[src/rtl/flagreg_pkg.sv]
package flagreg_pkg;

   typedef enum logic [2:0] {
      OP_ADD  = 3'd0,
      OP_SUB  = 3'd1,
      OP_ROTL = 3'd2,
      OP_ROTR = 3'd3,
      OP_AND  = 3'd4,
      OP_IOR  = 3'd5,
      OP_XOR  = 3'd6,
      OP_PASS = 3'd7
   } alu_op_e;

   // status word bit positions (software-visible layout)
   localparam int ST_C    = 0;
   localparam int ST_DC   = 1;
   localparam int ST_Z    = 2;
   localparam int ST_PD   = 3;
   localparam int ST_TO   = 4;
   localparam int ST_PAGE = 5;
   localparam int ST_RSV  = 6;
   localparam int ST_WAKE = 7;
   localparam int ST_W    = 8;
   localparam int FLAG_N  = 3;

   typedef struct packed {
      logic z;
      logic dc;
      logic c;
   } flags_t;

endpackage

[src/rtl/flag_logic.sv]
module flag_logic
   import flagreg_pkg::*;
#(
   parameter int DATA_W = 8
) (
   input  logic              op_valid,
   input  logic [2:0]        op_sel,
   input  logic [DATA_W-1:0] opnd_a,
   input  logic [DATA_W-1:0] opnd_b,
   output logic [FLAG_N-1:0] flag_val,
   output logic [FLAG_N-1:0] flag_upd
);

   localparam int HALF = DATA_W / 2;

   logic [DATA_W:0]   sum_w;
   logic [DATA_W:0]   dif_w;
   logic [HALF:0]     hsum_w;
   logic [HALF:0]     hdif_w;
   logic [DATA_W-1:0] logic_res;
   flags_t            val_s;
   flags_t            upd_s;

   assign sum_w  = {1'b0, opnd_a} + {1'b0, opnd_b};
   assign dif_w  = {1'b0, opnd_a} - {1'b0, opnd_b};
   assign hsum_w = {1'b0, opnd_a[HALF-1:0]} + {1'b0, opnd_b[HALF-1:0]};
   assign hdif_w = {1'b0, opnd_a[HALF-1:0]} - {1'b0, opnd_b[HALF-1:0]};

   always_comb begin
      unique case (alu_op_e'(op_sel))
         OP_AND:  logic_res = opnd_a & opnd_b;
         OP_IOR:  logic_res = opnd_a | opnd_b;
         OP_XOR:  logic_res = opnd_a ^ opnd_b;
         default: logic_res = opnd_a;
      endcase
   end

   always_comb begin
      val_s = '0;
      upd_s = '0;
      unique case (alu_op_e'(op_sel))
         OP_ADD: begin
            val_s = '{z: (sum_w[DATA_W-1:0] == '0), dc: hsum_w[HALF], c: sum_w[DATA_W]};
            upd_s = '{z: 1'b1, dc: 1'b1, c: 1'b1};
         end
         OP_SUB: begin
            val_s = '{z: (dif_w[DATA_W-1:0] == '0), dc: ~hdif_w[HALF], c: ~dif_w[DATA_W]};
            upd_s = '{z: 1'b1, dc: 1'b1, c: 1'b1};
         end
         OP_ROTL: begin
            val_s.c = opnd_a[DATA_W-1];
            upd_s.c = 1'b1;
         end
         OP_ROTR: begin
            val_s.c = opnd_a[0];
            upd_s.c = 1'b1;
         end
         default: begin
            val_s.z = (logic_res == '0);
            upd_s.z = 1'b1;
         end
      endcase
      if (!op_valid) upd_s = '0;
   end

   assign flag_val = val_s;
   assign flag_upd = upd_s;

endmodule

[src/rtl/wdt_status.sv]
module wdt_status (
   input  logic clk,
   input  logic rst_n,
   input  logic clrwdt_cmd,
   input  logic sleep_cmd,
   input  logic wdt_expire,
   output logic to_q,
   output logic pd_q
);

   always_ff @(posedge clk or negedge rst_n) begin
      if (!rst_n) begin
         to_q <= 1'b1;
         pd_q <= 1'b1;
      end else begin
         if (wdt_expire)                   to_q <= 1'b0;
         else if (clrwdt_cmd || sleep_cmd) to_q <= 1'b1;

         if (sleep_cmd)       pd_q <= 1'b0;
         else if (clrwdt_cmd) pd_q <= 1'b1;
      end
   end

endmodule

[src/rtl/cpu_flag_reg.sv]
module cpu_flag_reg
   import flagreg_pkg::*;
#(
   parameter int         DATA_W   = 8,
   parameter logic [2:0] FLAG_RST = 3'b000
) (
   input  logic              clk,
   input  logic              rst_n,
   input  logic              op_valid,
   input  logic [2:0]        op_sel,
   input  logic [DATA_W-1:0] opnd_a,
   input  logic [DATA_W-1:0] opnd_b,
   input  logic              wr_en,
   input  logic [7:0]        wr_data,
   input  logic              clrwdt_cmd,
   input  logic              sleep_cmd,
   input  logic              wdt_expire,
   output logic [7:0]        status_q
);

   generate
      if ((DATA_W < 4) || (DATA_W % 2 != 0)) begin : g_bad_width
         $error("cpu_flag_reg: DATA_W must be even and at least 4");
      end
   endgenerate

   logic [FLAG_N-1:0] flag_val;
   logic [FLAG_N-1:0] flag_upd;
   logic [FLAG_N-1:0] flag_q;
   logic              any_upd;
   logic              to_q;
   logic              pd_q;
   logic              wake_q;
   logic              page_q;
   logic              wr_unused;

   assign wr_unused = ^{wr_data[ST_RSV], wr_data[ST_TO], wr_data[ST_PD]};

   flag_logic #(.DATA_W(DATA_W)) flags_i (
      .op_valid (op_valid),
      .op_sel   (op_sel),
      .opnd_a   (opnd_a),
      .opnd_b   (opnd_b),
      .flag_val (flag_val),
      .flag_upd (flag_upd)
   );

   wdt_status wdt_i (
      .clk        (clk),
      .rst_n      (rst_n),
      .clrwdt_cmd (clrwdt_cmd),
      .sleep_cmd  (sleep_cmd),
      .wdt_expire (wdt_expire),
      .to_q       (to_q),
      .pd_q       (pd_q)
   );

   // any flag touched by the operation locks the whole flag field against the write
   assign any_upd = |flag_upd;

   generate
      for (genvar i = 0; i < FLAG_N; i++) begin : g_flag
         always_ff @(posedge clk or negedge rst_n) begin
            if (!rst_n)            flag_q[i] <= FLAG_RST[i];
            else if (flag_upd[i])  flag_q[i] <= flag_val[i];
            else if (wr_en && !any_upd) flag_q[i] <= wr_data[ST_C + i];
         end
      end
   endgenerate

   always_ff @(posedge clk or negedge rst_n) begin
      if (!rst_n) begin
         wake_q <= 1'b0;
         page_q <= 1'b0;
      end else if (wr_en) begin
         wake_q <= wr_data[ST_WAKE];
         page_q <= wr_data[ST_PAGE];
      end
   end

   always_comb begin
      status_q                       = '0;
      status_q[ST_WAKE]              = wake_q;
      status_q[ST_PAGE]              = page_q;
      status_q[ST_TO]                = to_q;
      status_q[ST_PD]                = pd_q;
      status_q[ST_Z:ST_C]            = flag_q;
   end

endmodule

[config.mk]
export PLATFORM = sky130hd
export DESIGN_NAME = cpu_flag_reg
export DESIGN_NICKNAME = d
export VERILOG_FILES = /design/src/rtl/flagreg_pkg.sv /design/src/rtl/flag_logic.sv /design/src/rtl/wdt_status.sv /design/src/rtl/cpu_flag_reg.sv
export SDC_FILE = /design/constraint.sdc
export NUM_CORES = 1
export LEC_CHECK = 0
export BUFFER_PORTS_ARGS = -buffer_cell sky130_fd_sc_hd__buf_2
export CAP_MARGIN = 20
export CORE_UTILIZATION = 40
export DETAILED_ROUTE_END_ITERATION = 8
export PLACE_DENSITY = 0.74
export SLEW_MARGIN = 15
export SYNTH_ARGS = -nofsm -noshare
export SYNTH_HDL_FRONTEND = slang
export SYNTH_HIERARCHICAL = 1
export SYNTH_SLANG_ARGS = --single-unit
[constraint.sdc]
create_clock -name clk -period 3 [get_ports clk]
set_clock_uncertainty 0.2 [all_clocks]
set_input_delay 0.6 -clock clk [delete_from_list [all_inputs] [get_ports clk]]
set_output_delay 0.6 -clock clk [all_outputs]
set_load 0.02 [all_outputs]
### Yosys cells after proc, flatten, opt, wreduce, memory -nomap -nowiden

Index checks and enable logic that the tools add are counted.

| cells by class | value |
|---|---|
| mux-type cells | 18 |
| reductions and logical operators | 16 |
| bitwise logic cells | 5 |
| equal/unequal tests | 6 |
| add/subtract/negate cells | 4 |

Operators by type and width:

| operator | count |
|---|---|
| 8-bit logical NOT | 3 |
| 8-bit one-hot mux with 3 select lines | 1 |
| 1-bit two-way mux | 13 |
| 2-bit nonzero test | 5 |
| 8-bit by 8-bit adder with 9-bit output | 1 |
| 3-bit equality test, second input constant | 3 |
| 8-bit by 8-bit subtractor with 9-bit output | 1 |
| 8-bit bitwise AND | 1 |
| 8-bit bitwise OR | 1 |
| 8-bit bitwise XOR | 1 |
| 3-bit by 2-bit equality test with 1-bit output, second input constant | 2 |
| 4-bit by 4-bit adder with 5-bit output | 1 |
| 4-bit by 4-bit subtractor with 5-bit output | 1 |
| 1-bit one-hot mux with 4 select lines | 1 |
| 2-bit OR reduction | 2 |
| 4-bit OR reduction | 1 |
| 3-bit by 1-bit equality test with 1-bit output, second input constant | 1 |
| 3-bit logical NOT | 1 |
| 3-bit two-way mux | 1 |
| 1-bit one-hot mux with 3 select lines | 1 |
| 3-bit OR reduction | 1 |
| 1-bit inverter | 2 |
| 1-bit one-hot mux with 2 select lines | 1 |
| 1-bit logical AND | 1 |
| 2 further kinds | 2 |

| word-level totals | value |
|---|---|
| logic and storage cells | 56 |
| bits in registers | 7 |
| output and inout port bits | 8 |
| bits of input ports | 34 |

### Depth between registers and ports, before layout

| logic depth | value |
|---|---|
| depth in word-level cells | 9 |
| depth in mapped cells | 11 |

### By module

Netlist, hierarchy kept.

Modules (own cells, without submodules):

| module | area each (sq um) | cells each | times used | seq. area each (sq um) |
|---|---|---|---|---|
| flag_logic | 1132.3 | 161 | 1 | 0.0 |
| cpu_flag_reg | 287.8 | 23 | 1 | 125.1 |
| wdt_status | 68.8 | 6 | 1 | 52.6 |

### Least setup slack after synthesis

OpenSTA, ideal clock, no wires.

| timing path | value |
|---|---|
| kind | in2reg |
| start | input port opnd_a[0] |
| end | register flag_q[2] (netlist: status_q[2]) |
| required time | 2.721 ns |
| cell stages on the path | 11 |
| slack | -0.008 ns |
| arrival time | 2.729 ns |
| buffers on the path | 0 |
| library setup time | 0.079 ns |
| path through | inv_1 -> ha_1 -> fa_1 -> nand2_1 -> a2111oi_2 -> nand4_1 -> or3_1 -> o41ai_2 -> a21o_1 -> a21oi_1 -> mux2i_1 |

| between the ends | value |
|---|---|
| longest elaborated chain between the ends | 5 |

RTL lines:

| item | line | source |
|---|---|---|
| start: declaration | cpu_flag_reg.sv:11 | `input logic [DATA_W-1:0] opnd_a,` |
| parallel branches: the longest is 3 deep, another holds 8-bit by 8-bit subtractor with 9-bit output | -- |  |
| 1-bit one-hot mux with 3 select lines (*) | flag_logic.sv:41 | `unique case (alu_op_e'(op_sel))` |
| net flag_val[2] | cpu_flag_reg.sv:27 | `logic [FLAG_N-1:0] flag_val;` |
| 1-bit two-way mux (*) | cpu_flag_reg.sv:65 | `else if (flag_upd[i]) flag_q[i] <= flag_val[i];` |
| end signal: indexed assignment | cpu_flag_reg.sv:64 | `if (!rst_n) flag_q[i] <= FLAG_RST[i];` |
| end signal: indexed assignment | cpu_flag_reg.sv:65 |  |
| end signal: indexed assignment | cpu_flag_reg.sv:66 | `else if (wr_en && !any_upd) flag_q[i] <= wr_data[ST_C + i];` |
| end: declaration | cpu_flag_reg.sv:29 | `logic [FLAG_N-1:0] flag_q;` |

Mark *: on every way through the listed nets, which the timed path passes.
A chain may end at the register's enable or synchronous reset.

### Worst setup path after layout

Same ends and word-level chain as after synthesis.

==> out/qor.csv <==
metric,value,unit
Worst Path Required,2.95,ns
CTS Buffer Depth,2,
data arrival time of the critical path,2.91,ns
worst hold path class,in -> async,
failing checks,hold timing,
Synthesized Nets,251,
clk root buf,clkbuf_8,
Pre-Repair DR Iteration Count,4,
Core Footprint,0.00344,mm2
"EDFF count, synth",0,
compound-gate portion of the synthesized area,0.225,
Internal,0.347,mW
CTS Buf Count,3,
gpl congestion,0.936,
Final min period,2.96,ns
Post-synth ARST share,1.00,
Avg WL per Cell,13.7,um
chip height,63.0,um
gr usage total,0.205,
htree depth,1,
syn_area_per_cell,7.84,um2
proportion of layout cells with a drive suffix above 1,0.360,
Synth area leaders,"ha_1, dfrtp_1, inv_1, nor2_1, mux2i_1",
"Max FO, Critical Path",2,
Leak,0.988,nW
Post-Syn Area,0.00149,mm2
Pins Over Slew Limit,0,
sw frac,0.386,
achievable frequency,0.338,GHz
later-pin clock latency in the skew report,0.23,ns
synth unique cells,52,
Metal-1 WL,1780,um
Die Wd,63.0,um
Simple-Gate Fraction of Synth Area,0.223,
cts hold-fix bufs,0,
antenna-violating nets left,0,
worst vdd ir,0.205,mV
Sink Count,7,
element type at the critical path end,register,
Seq cells post-synth,7,
metal2 WL,1970,um
Synth Instances,190,
largest family of logic cells by synthesized area,adder cells,
ys flop type,dfrtp_1,
Slew HR,0.573,
Worst-Margin Slew,0.635,ns
Synth area leader,ha_1,
hold slack final,-0.00196,ns
top layer in use,met4,
status,"finished, violations left",
# DRC,0,
dpl hpwl,3330,um
die area,0.00397,mm2
max-cap violations,0,
CP Launch Type,input pin,
"Clk pin slew, worst setup/hold paths",0.04,ns
CTS tree,done,
row count,21,
multiplexer share of the synthesized area,0.0689,
port buffer count,37,
Vias per Instance,5.41,
Ant. Diodes,0,
"Seq/Total Area, Yosys",0.119,
sequential power share,0.202,
Post-Synth XOR/XNOR Area,0.0235,
Routed WL,4090,um
Layout Nets,315,
Initial Utilization,0.433,
Final Setup Violations,0,
type of the worst setup path,in -> reg,
routed wire length on met3,214,um
setup TNS,0,ns
remaining global-route overflow,0,
most numerous cell in the Yosys netlist,ha_1,
pre-CTS setup slack,-0.231,ns
Syn. warnings,6,
pin count of the biggest net entering global routing,12,
DR vias,1618,
Clk pwr share,0.233,
final hold vios,3,
NetSw,0.218,mW
Synth Area in Adders,0.237,
"top cells by count, synth","ha_1, inv_1, nor2_1, a21oi_1, mux2i_1",
worst setup margin,0.0419,ns
Synth top area share,0.210,
crit share post-route,0.986,
vias in the first global route,1518,
dpl cell area,0.00189,mm2
io pins,42,
Iter 0 DRT Violations,86,
area delta synth->final,33.5,%
global-route wire length before repair,6580,um
final instance area,0.00199,mm2
FILL cells,327,
pwr dens,284,mW/mm2
Combinational Power Share,0.565,
initial antenna violation count,0,
[sequential cells by signal, summed over array words and instances (netlist names)]
| name | count |
|---|---|
| wdt_i/to_q | 1 |
| wake_q | 1 |
| wdt_i/pd_q | 1 |
| status_q | 3 |
| page_q | 1 |
[path summary, 6_finish.rpt]
path                                  from     endpoint  slack (ns)  cells past startpoint
worst max-delay path             opnd_a[0]  status_q[2]        0.04                     12
max in group asynchronous            rst_n   wdt_i/pd_q        2.37                      1
min in group clk                wdt_expire   wdt_i/to_q        0.29                      2
worst min-delay path                 rst_n       page_q      -0.002                      1
worst min register to register  wdt_i/pd_q   wdt_i/pd_q        0.29                      2
worst max register to register      page_q       page_q        2.05                      1
[layout by cell type (no fill, tap or decap), types with 3 or more instances in the layout]
master / Yosys / final
nor2b_1: 4 / 4
o211ai_1: 3 / 3
nor3_1: 4 / 4
nand4_1: 3 / 3
o21ai_0: 6 / 6
a31oi_1: 3 / 3
dfrtp_1: 5 / 5
ha_1: 25 / 22
clkbuf_8: 0 / 3
inv_1: 22 / 22
nand3_1: 3 / 3
buf_4: 7 / 31
nor2_1: 22 / 22
a21oi_1: 12 / 12
buf_2: 0 / 37
nand2_1: 6 / 6
o21ai_1: 6 / 5
mux2i_1: 8 / 8
nor4_1: 5 / 5
[per-stage QoR]
step | util | power, mW | cells
CTS | 0.562 | 0.552 | 297
global placement | 0.549 | 0.412 | 293
floorplan | - | 0.304 | 190
finish | 0.578 | 0.565 | 299
detailed placement | 0.549 | 0.419 | 293
global route | 0.578 | 0.607 | 299
[kinds of logic after synthesis]
group                    count (synthesis)
buffers and inverters                   32
multiplexers                            10
adder cells (fa/ha/maj)                 27
other                                    1
AND/OR/NAND/NOR                         60
flip-flops                               7
XOR/XNOR                                 4
AO/OA/AOI/OAI                           49
[cell type report]
| class | count | area, um2 | share of cell area |
|---|---|---|---|
| multi-input cells | 151 | 1200 | 0.605 |
| repair buffers | 68 | 418 | 0.210 |
| flip-flops and latches | 7 | 178 | 0.0894 |
| inverters | 23 | 86.3 | 0.0434 |
| well taps | 46 | 57.6 | 0.0289 |
| clock buffers | 4 | 45.0 | 0.0227 |
[power by group through the flow]
| stage | registers [mW] | clock network [mW] | logic, mW |
|---|---|---|---|
| floorplan | 0.124 | 0 | 0.180 |
| global placement | 0.115 | 0 | 0.298 |
| detailed placement | 0.115 | 0 | 0.303 |
| CTS | 0.114 | 0.133 | 0.305 |
| global route | 0.116 | 0.140 | 0.351 |
| finish | 0.114 | 0.132 | 0.319 |
[metal layers]
| metal | vias up | GRT usage |
|---|---|---|
| li1 | 795 | - |
| met1 | 746 | 0.273 |
| met2 | 65 | 0.333 |
| met3 | 12 | 0.0237 |
| met4 | 0 | 0.0814 |
| met5 | - | 0 |
[critical path: stages]
cell       delay (ns)
buf_2            0.08
inv_1            0.05
ha_2             0.19
fa_2             0.52
nand2_1          0.06
a2111oi_2        0.24
nand4_1          0.15
or3_4            0.35
o41ai_2          0.31
a21o_1           0.14
a21oi_1          0.07
mux2i_1          0.15
[repair_timing]
action	4_1_cts	5_1_grt
setup buffers	0	2
setup endpoints to repair	0	2
resized for setup	0	9
endpoints found under the hold margin	0	0
Note: power is estimated with default switching activity, not from simulation.
